===== config.mk =====
export PLATFORM = sky130hd
export DESIGN_NAME = rtc_calendar
export DESIGN_NICKNAME = d
export VERILOG_FILES = /design/src/rtl/rtc_pkg.sv /design/src/rtl/rtc_rate_gen.sv /design/src/rtl/rtc_time_core.sv /design/src/rtl/rtc_calendar.sv
export SDC_FILE = /design/constraint.sdc
export NUM_CORES = 1
export LEC_CHECK = 0
export CAP_MARGIN = 20
export CORE_ASPECT_RATIO = 1.2
export CORE_UTILIZATION = 40
export DETAILED_ROUTE_END_ITERATION = 8
export SLEW_MARGIN = 20
export SYNTH_ARGS = -nofsm -noshare
export SYNTH_HDL_FRONTEND = slang
export SYNTH_SLANG_ARGS = --single-unit

===== constraint.sdc =====
create_clock -name clk -period 3.4 [get_ports clk]
set_input_delay 0.68 -clock clk [delete_from_list [all_inputs] [get_ports clk]]
set_output_delay 0.68 -clock clk [all_outputs]
set_load 0.02 [all_outputs]

===== src/rtl/rtc_pkg.sv =====
package rtc_pkg;

   localparam logic [6:0] HUND_LAST = 7'd99;
   localparam logic [5:0] SIXTY_LAST = 6'd59;
   localparam logic [4:0] HOUR_LAST = 5'd23;
   localparam logic [3:0] MON_LAST = 4'd12;
   localparam logic [6:0] YEAR_LAST = 7'd99;
   localparam logic [2:0] WDAY_LAST = 3'd6;

   typedef struct packed {
      logic [6:0] hund;
      logic [5:0] sec;
      logic [5:0] min;
      logic [4:0] hour;
      logic [4:0] day;
      logic [3:0] mon;
      logic [6:0] year;
      logic [2:0] wday;
   } rtc_time_t;

   localparam rtc_time_t TIME_AT_RESET = '{hund: 7'd0, sec: 6'd0, min: 6'd0,
                                           hour: 5'd0, day: 5'd1, mon: 4'd1,
                                           year: 7'd0, wday: 3'd0};

   // days in a month outside the leap case
   function automatic logic [4:0] month_len(input logic [3:0] mon);
      case (mon)
         4'd2: month_len = 5'd28;
         4'd4, 4'd6, 4'd9, 4'd11: month_len = 5'd30;
         default: month_len = 5'd31;
      endcase
   endfunction

   // bus view of one field; idx follows the register address
   function automatic logic [7:0] render(input rtc_time_t t, input logic [2:0] idx,
                                         input logic h24);
      logic [7:0] v;
      case (idx)
         3'd0: v = {1'b0, t.hund};
         3'd1: begin
            if (h24) v = {3'b000, t.hour};
            else if (t.hour >= 5'd12) v = {3'b100, t.hour - 5'd12};
            else v = {3'b000, t.hour};
         end
         3'd2: v = {2'b00, t.min};
         3'd3: v = {2'b00, t.sec};
         3'd4: v = {4'b0000, t.mon};
         3'd5: v = {3'b000, t.day};
         3'd6: v = {1'b0, t.year};
         default: v = {5'b00000, t.wday};
      endcase
      return v;
   endfunction

endpackage


===== src/rtl/rtc_rate_gen.sv =====
module rtc_rate_gen #(
   parameter int DIV_W = 2
) (
   input  logic             clk,
   input  logic             rst_n,
   input  logic             tick_i,
   input  logic             en_i,
   input  logic             test_i,
   input  logic [DIV_W-1:0] div_i,
   input  logic             clr_i,
   output logic             adv_hund_o,
   output logic             adv_sec_o
);
   localparam int CNT_W = (1 << DIV_W) - 1;

   initial begin
      assert (DIV_W >= 1 && DIV_W <= 2) else $error("DIV_W out of range");
   end

   logic [CNT_W-1:0] cnt;
   logic [CNT_W-1:0] lim;
   logic             fire;

   assign lim  = CNT_W'((32'd1 << div_i) - 32'd1);
   assign fire = tick_i && en_i && (cnt >= lim);

   always_ff @(posedge clk or negedge rst_n) begin
      if (!rst_n) begin
         cnt <= '0;
      end else if (clr_i) begin
         cnt <= '0;
      end else if (tick_i && en_i) begin
         cnt <= fire ? '0 : cnt + 1'b1;
      end
   end

   assign adv_hund_o = fire && !test_i;
   assign adv_sec_o  = fire && test_i;

   a_r9_off_no_advance: assert property (@(posedge clk) disable iff (!rst_n)
      !en_i |-> !(adv_hund_o || adv_sec_o));
   a_r11_test_skips_hund: assert property (@(posedge clk) disable iff (!rst_n)
      test_i |-> !adv_hund_o);
   a_r10_count_bound: assert property (@(posedge clk) disable iff (!rst_n)
      cnt <= lim);

endmodule


===== src/rtl/rtc_time_core.sv =====
module rtc_time_core
   import rtc_pkg::*;
#(
   parameter bit LEAP_EN = 1'b1
) (
   input  logic      clk,
   input  logic      rst_n,
   input  logic      adv_hund_i,
   input  logic      adv_sec_i,
   input  logic      load_i,
   input  rtc_time_t load_val_i,
   output rtc_time_t now_o
);
   rtc_time_t now;
   rtc_time_t nxt;
   logic [4:0] dim;
   logic c_sec, c_min, c_hr, c_day, c_mon, c_yr;

   generate
      if (LEAP_EN) begin : g_leap
         assign dim = (now.mon == 4'd2 && now.year[1:0] == 2'b00) ? 5'd29
                                                                    : month_len(now.mon);
      end else begin : g_fixed
         assign dim = month_len(now.mon);
      end
   endgenerate

   always_comb begin
      nxt   = now;
      c_sec = adv_sec_i || (adv_hund_i && now.hund == HUND_LAST);
      if (adv_hund_i) nxt.hund = (now.hund == HUND_LAST) ? 7'd0 : now.hund + 7'd1;
      c_min = c_sec && now.sec == SIXTY_LAST;
      if (c_sec) nxt.sec = c_min ? 6'd0 : now.sec + 6'd1;
      c_hr = c_min && now.min == SIXTY_LAST;
      if (c_min) nxt.min = c_hr ? 6'd0 : now.min + 6'd1;
      c_day = c_hr && now.hour == HOUR_LAST;
      if (c_hr) nxt.hour = c_day ? 5'd0 : now.hour + 5'd1;
      c_mon = c_day && now.day == dim;
      if (c_day) begin
         nxt.day  = c_mon ? 5'd1 : now.day + 5'd1;
         nxt.wday = (now.wday == WDAY_LAST) ? 3'd0 : now.wday + 3'd1;
      end
      c_yr = c_mon && now.mon == MON_LAST;
      if (c_mon) nxt.mon = c_yr ? 4'd1 : now.mon + 4'd1;
      if (c_yr) nxt.year = (now.year == YEAR_LAST) ? 7'd0 : now.year + 7'd1;
   end

   always_ff @(posedge clk or negedge rst_n) begin
      if (!rst_n) now <= TIME_AT_RESET;
      else if (load_i) now <= load_val_i;
      else now <= nxt;
   end

   assign now_o = now;

   a_r5_hund_range: assert property (@(posedge clk) disable iff (!rst_n)
      !load_i |=> now.hund <= HUND_LAST || $stable(now.hund));
   a_r5_hour_range: assert property (@(posedge clk) disable iff (!rst_n)
      (adv_hund_i || adv_sec_i) && now.hour <= HOUR_LAST |=> now.hour <= HOUR_LAST);
   a_r9_hold_idle: assert property (@(posedge clk) disable iff (!rst_n)
      !adv_hund_i && !adv_sec_i && !load_i |=> $stable(now));
   a_r12_load_wins: assert property (@(posedge clk) disable iff (!rst_n)
      load_i |=> now == $past(load_val_i));
   a_r7_mon_range: assert property (@(posedge clk) disable iff (!rst_n)
      !load_i && now.mon >= 4'd1 && now.mon <= MON_LAST |=> now.mon >= 4'd1 && now.mon <= MON_LAST);

endmodule


===== src/rtl/rtc_calendar.sv =====
module rtc_calendar
   import rtc_pkg::*;
#(
   parameter int ADDR_W   = 5,
   parameter int DATA_W   = 8,
   parameter int CMD_ADDR = 17,
   parameter int DIV_W    = 2,
   parameter bit LEAP_EN  = 1'b1
) (
   input  logic              clk,
   input  logic              rst_n,
   input  logic              tick_i,
   input  logic [ADDR_W-1:0] bus_addr_i,
   input  logic [DATA_W-1:0] bus_wdata_i,
   input  logic              bus_wr_i,
   input  logic              bus_rd_i,
   output logic [DATA_W-1:0] bus_rdata_o
);
   localparam logic [7:0] CMD_MASK  = 8'h2F;
   localparam logic [7:0] CMD_RESET = 8'h0C;
   localparam logic [ADDR_W-1:0] CMD_A = ADDR_W'(CMD_ADDR);

   initial begin
      assert (ADDR_W >= 4) else $error("ADDR_W too small");
      assert (DATA_W == 8) else $error("DATA_W must be 8");
      assert (CMD_ADDR > 7 && CMD_ADDR < (1 << ADDR_W)) else $error("CMD_ADDR out of range");
   end

   logic [7:0] cmd;
   logic       h24, cnt_en, test_en;
   logic       commit, cmd_wr, snap_rd, tick_ok;
   logic       adv_hund, adv_sec;
   rtc_time_t  now, load_val;

   logic       st_pm;
   logic [4:0] st_hour;
   logic [5:0] st_min, st_sec;
   logic [3:0] st_mon;
   logic [4:0] st_day;
   logic [6:0] st_year;
   logic [2:0] st_wday;

   logic [7:1][7:0] snap;
   logic [7:0]      rd_val;

   assign h24     = cmd[2];
   assign cnt_en  = cmd[3];
   assign test_en = cmd[5];
   assign commit  = bus_wr_i && bus_addr_i == '0;
   assign cmd_wr  = bus_wr_i && bus_addr_i == CMD_A;
   assign snap_rd = bus_rd_i && bus_addr_i == '0;
   assign tick_ok = tick_i && !commit;

   // command register
   always_ff @(posedge clk or negedge rst_n) begin
      if (!rst_n) cmd <= CMD_RESET;
      else if (cmd_wr) cmd <= bus_wdata_i[7:0] & CMD_MASK;
   end

   // holding latches for the upper fields
   always_ff @(posedge clk or negedge rst_n) begin
      if (!rst_n) begin
         st_pm   <= 1'b0;
         st_hour <= TIME_AT_RESET.hour;
         st_min  <= TIME_AT_RESET.min;
         st_sec  <= TIME_AT_RESET.sec;
         st_mon  <= TIME_AT_RESET.mon;
         st_day  <= TIME_AT_RESET.day;
         st_year <= TIME_AT_RESET.year;
         st_wday <= TIME_AT_RESET.wday;
      end else if (bus_wr_i) begin
         case (bus_addr_i)
            ADDR_W'(1): begin st_pm <= bus_wdata_i[7]; st_hour <= bus_wdata_i[4:0]; end
            ADDR_W'(2): st_min  <= bus_wdata_i[5:0];
            ADDR_W'(3): st_sec  <= bus_wdata_i[5:0];
            ADDR_W'(4): st_mon  <= bus_wdata_i[3:0];
            ADDR_W'(5): st_day  <= bus_wdata_i[4:0];
            ADDR_W'(6): st_year <= bus_wdata_i[6:0];
            ADDR_W'(7): st_wday <= bus_wdata_i[2:0];
            default: ;
         endcase
      end
   end

   always_comb begin
      load_val.hund = bus_wdata_i[6:0];
      load_val.hour = (!h24 && st_pm) ? st_hour + 5'd12 : st_hour;
      load_val.min  = st_min;
      load_val.sec  = st_sec;
      load_val.mon  = st_mon;
      load_val.day  = st_day;
      load_val.year = st_year;
      load_val.wday = st_wday;
   end

   rtc_rate_gen #(.DIV_W(DIV_W)) u_rate (
      .clk        (clk),
      .rst_n      (rst_n),
      .tick_i     (tick_ok),
      .en_i       (cnt_en),
      .test_i     (test_en),
      .div_i      (cmd[DIV_W-1:0]),
      .clr_i      (cmd_wr),
      .adv_hund_o (adv_hund),
      .adv_sec_o  (adv_sec)
   );

   rtc_time_core #(.LEAP_EN(LEAP_EN)) u_core (
      .clk        (clk),
      .rst_n      (rst_n),
      .adv_hund_i (adv_hund),
      .adv_sec_i  (adv_sec),
      .load_i     (commit),
      .load_val_i (load_val),
      .now_o      (now)
   );

   // frozen copy of fields 1..7
   always_ff @(posedge clk or negedge rst_n) begin
      if (!rst_n) begin
         for (int k = 1; k < 8; k++) snap[k] <= render(TIME_AT_RESET, 3'(k), 1'b1);
      end else if (snap_rd) begin
         for (int k = 1; k < 8; k++) snap[k] <= render(now, 3'(k), h24);
      end
   end

   always_comb begin
      rd_val = '0;
      if (bus_addr_i == '0) begin
         rd_val = render(now, 3'd0, h24);
      end else if (bus_addr_i == CMD_A) begin
         rd_val = cmd;
      end else begin
         for (int k = 1; k < 8; k++) begin
            if (bus_addr_i == ADDR_W'(k)) rd_val = snap[k];
         end
      end
   end

   always_ff @(posedge clk or negedge rst_n) begin
      if (!rst_n) bus_rdata_o <= '0;
      else if (bus_rd_i) bus_rdata_o <= DATA_W'(rd_val);
   end

   a_r3_snap_hold: assert property (@(posedge clk) disable iff (!rst_n)
      !snap_rd |=> $stable(snap));
   a_r12_tick_dropped: assert property (@(posedge clk) disable iff (!rst_n)
      commit |-> !(adv_hund || adv_sec));
   a_r2_rdata_hold: assert property (@(posedge clk) disable iff (!rst_n)
      !bus_rd_i |=> $stable(bus_rdata_o));
   a_r13_cmd_spare_zero: assert property (@(posedge clk) disable iff (!rst_n)
      cmd_wr |=> (cmd & ~CMD_MASK) == 8'h00);

endmodule


==> summary.md <==
The initialized floorplan defines 52 standard-cell rows. Once detailed placement completed, the half-perimeter wirelength came to 12.9 mm. STA classifies the critical path startpoint as a flop. Setup violations remaining at the end of the flow were counted as 0.

The post-detailed-route DRC marker count was 0; the time the worst path needs with I/O delays and setup was 3.09 ns. In this run, CTS created clock tree buffers numbering 17. The number of buffers inserted by hold repair at cts was 0.

CTS built an H-tree with a depth of 4. The leading area contributor after synthesis was dfrtp_1. After detailed routing, the number of vias per cell comes to 5.78. Counting every instance in the synthesized netlist gives 703. On the critical path, the stage with the largest delay is an instance of or4_1. For this block, the via count after detailed routing is 5,578. The share of synthesized area in the top cell type comes to 44.6%. The power density over cell area was 632 nW/um2; the cell count after placement was 933.

From left edge to right edge, the die measures 123 um. For this design the top-level I/O count stands at 26. The first routing iteration left 444 violations. Of all nets on the critical path, the largest fanout is 12.

Sorting the synthesized cells by area gives the leading types as dfrtp_1, mux2_2, nand2_1. For the number of global-route vias before repair, the log shows 5,615. For the antenna violation net count after detailed routing, the log shows 0. The net count of the finished layout is 773, and the post-synthesis share of cell area spent on and, or, nand and nor gates is 19.0%. The run finished with clean final reports. Global routing finished with a remaining overflow of 0. The port buffer count was 25. The register bit count reported by yosys came out at 133. The wire length reported by the detailed router was 18.3 mm; the summed negative setup slack over all endpoints was 0 ns. Most frequent cell after synthesis: dfrtp_1. By area, the combinational part of the netlist is dominated by simple AND/OR/NAND/NOR gates. For the synthesized netlist net count, the log shows 740. In this run the post-CTS setup repair buffer count came out at 0. Routability-driven placement finished with a final weighted congestion of 0.874. For this run, the leading register cell type out of synthesis is dfrtp_1. Traced cell by cell, the critical path runs through or2_2 -> ha_1 -> and2b_2 -> o21a_1 -> or4_1 -> or2_2 -> o31ai_1 -> a31o_2.

The tools report the max-slew violation count as 0. The reported leakage power came out at 3.56 nW. The number of enable flip-flop cells after synthesis was 0.

Counting every sink on the clock net gives 133. The cell that appears most often on the critical path is or2_2. The number of buffers on the longest clock path is 2, and the count of unique library cells instantiated by Yosys is 64.

The run gives 38.9% as the headroom to the max-slew limit. The fraction of final layout cells sized beyond drive strength 1 is 20.7%, and the final clock period utilization by the worst path is 90.8%. The multiplexer share of the synthesized area came out at 12.9%.

Summing every instance area after synthesis gives 7010 um2. After routing the design area is 8260 um2. For this run, the slowest stage of the critical path takes 0.75 ns.

The die span in y works out to 147 um. IR analysis of the VDD net gives a maximum drop of 0.316 mV. The total die area was 18,100 um2.

The final non-filler cell total came out at 965. Capturing element type of the critical path: a flop. The tool flagged a number of max-cap violations equal to 0. In this run the cell area measured after placement is 7580 um2. The number of antenna violations at the first check in global routing was 0; the signal arrival time at the worst endpoint was 3.45 ns. Dividing the detail-routed wire length by the instance count gives 18.9 um. The maximum operating frequency is 324 MHz, and the global-route usage over all layers is 21.8%. Entering global routing, the biggest net connects 61 pins. Gates resized during post-CTS repair numbered 0.

STA puts the critical path data required time at 3.76 ns. Cells fill 48.7% of the core in the end. The tools report the final hold violation count as 0. The XOR/XNOR share of the synthesized area came out at 0.375%. The sequential area share after synthesis was 47.6%. Library cell used as clock root buffer: clkbuf_16. Across the routed clock network, the largest skew measured is 0.0133 ns. Summing the areas of all fa, ha and maj instances in the mapped netlist gives 3.39% of the synthesized area.

The completed layout was analyzed and its total power is 5.22 mW. In the synthesized netlist, the cells that appear most often are dfrtp_1, nand2_1, mux2_2, nor2_1, o21ai_0. Dividing the synthesized area by the synthesized cell count gives 9.97 um2. The total number of yosys warnings came out at 0. The min-delay analysis places its worst path in the category in2async. The proportion of register bits with asynchronous set or reset after synthesis works out to 100%. TritonCTS built the clock tree.

The first-pass iteration count of the detailed router is 7, and the slew at the pin with the worst max-slew slack is 0.909 ns. The source-to-sink clock delay at the later pin of the worst-skew pair came out at 0.43 ns. Summing the areas of all compound-gate instances in the mapped netlist gives 13.2% of the synthesized area.

Post-CTS clock slew at the launch and capture registers of the worst setup and hold paths: 0.06 ns. Compared with the post-synthesis result, the final layout area differs by 17.9%. The area of the placeable core was 17,000 um2; the first-pass GRT wire length was 29.9 mm. Setup repair after global routing left no endpoint under its margin.

The kind of critical path was reg2reg. 0 antenna diodes ended up in the layout. The initial core utilization was 41.3%.
cell families after synthesis:
family / count (synthesis)
AND/OR/NAND/NOR: 265
buffers and inverters: 57
multiplexers: 79
adder cells (fa/ha/maj): 19
flip-flops: 133
XOR/XNOR: 3
AO/OA/AOI/OAI: 147
worst max-delay path, delay by kind of cell, from the launching register on:
family                   cells  cell delay (ns)
adder cells (fa/ha/maj)      1             0.27
AND/OR/NAND/NOR              4             1.63
flip-flops                   1             0.39
AO/OA/AOI/OAI                3             0.73
through the flow:
step           hold slack [ns]  worst slack [ns]
6_report                 0.234             0.311
3_3_place_gp             0.446             0.380
3_5_place_dp             0.462             0.313
2_1_floorplan            0.384             0.652
5_1_grt                  0.270             0.121
4_1_cts                  0.256             0.294
final cells by class:
class,instances,area [um2]
clock buffers,24,492
multi-input cells,513,3430
inverters,22,82.6
fillers,1506,8720
repair buffers,49,457
flip-flops and latches,133,3340
well taps,216,270
clock inverters,8,194
layout by cell type (no fill, tap or decap), types with 4 or more instances in the layout:
| master | netlist | routed |
|---|---|---|
| dfrtp_1 | 125 | 125 |
| nand2_1 | 89 | 89 |
| mux2_2 | 71 | 71 |
| nor2_1 | 52 | 51 |
| o21ai_0 | 50 | 50 |
| nand3_1 | 29 | 29 |
| a21oi_1 | 24 | 24 |
| clkdlybuf4s50_1 | 0 | 24 |
| buf_4 | 1 | 22 |
| inv_1 | 21 | 21 |
| ha_1 | 19 | 19 |
| a31oi_1 | 18 | 18 |
| clkbuf_16 | 0 | 17 |
| o211ai_1 | 14 | 14 |
| nor3_1 | 13 | 13 |
| nor2b_1 | 10 | 10 |
| a22oi_1 | 10 | 10 |
| and3_1 | 9 | 9 |
| nand2b_1 | 9 | 9 |
| nand4_1 | 8 | 8 |
| nor4_1 | 8 | 8 |
| dfstp_2 | 8 | 8 |
| mux2i_1 | 6 | 6 |
| o311ai_0 | 6 | 6 |
| bufinv_16 | 0 | 6 |
| or3_1 | 5 | 5 |
| nor3b_1 | 5 | 5 |
| or4_1 | 4 | 4 |
| clkbuf_8 | 2 | 4 |
routing by layer:
metal / up-vias / share of wire [%] / global-route usage, %
met1: 2756 / 44 / 27.6
met3: 54 / 3.7 / 3.61
met4: 0 / 4.3 / 11.4
met5: - / 0 / 0
met2: 157 / 48 / 35.3
li1: 2611 / - / -
sequential cells by signal, summed over array words and instances, names as in the netlist:
signal,count
st_wday,3
cmd,5
bus_rdata_o,8
u_core.now_o,43
st_pm,1
st_year,7
u_rate.cnt,3
st_hour,5
st_sec,6
st_day,5
snap,37
st_min,6
st_mon,4
worst paths after layout:
path	start	end	slack, ns	depth (start not counted)
min in group clk	st_sec[1]	u_core.now_o[31]	0.47	2
worst max register to register	cmd[1]	u_core.now_o[14]	0.31	8
worst min-delay path	rst_n	u_core.now_o[36]	0.23	1
max in group asynchronous	rst_n	u_core.now_o[10]	2.37	2
worst min register to register	st_sec[1]	u_core.now_o[31]	0.47	2
worst max-delay path	cmd[1]	u_core.now_o[14]	0.31	8
report_power, final:
group,switching (mW),total (mW),internal (mW)
Sequential,0.297,2.19,1.89
Combinational,0.473,0.903,0.430
Clock,0.676,2.13,1.45
Total,1.45,5.22,3.77
No activity file was read; power rests on OpenSTA's default activity.
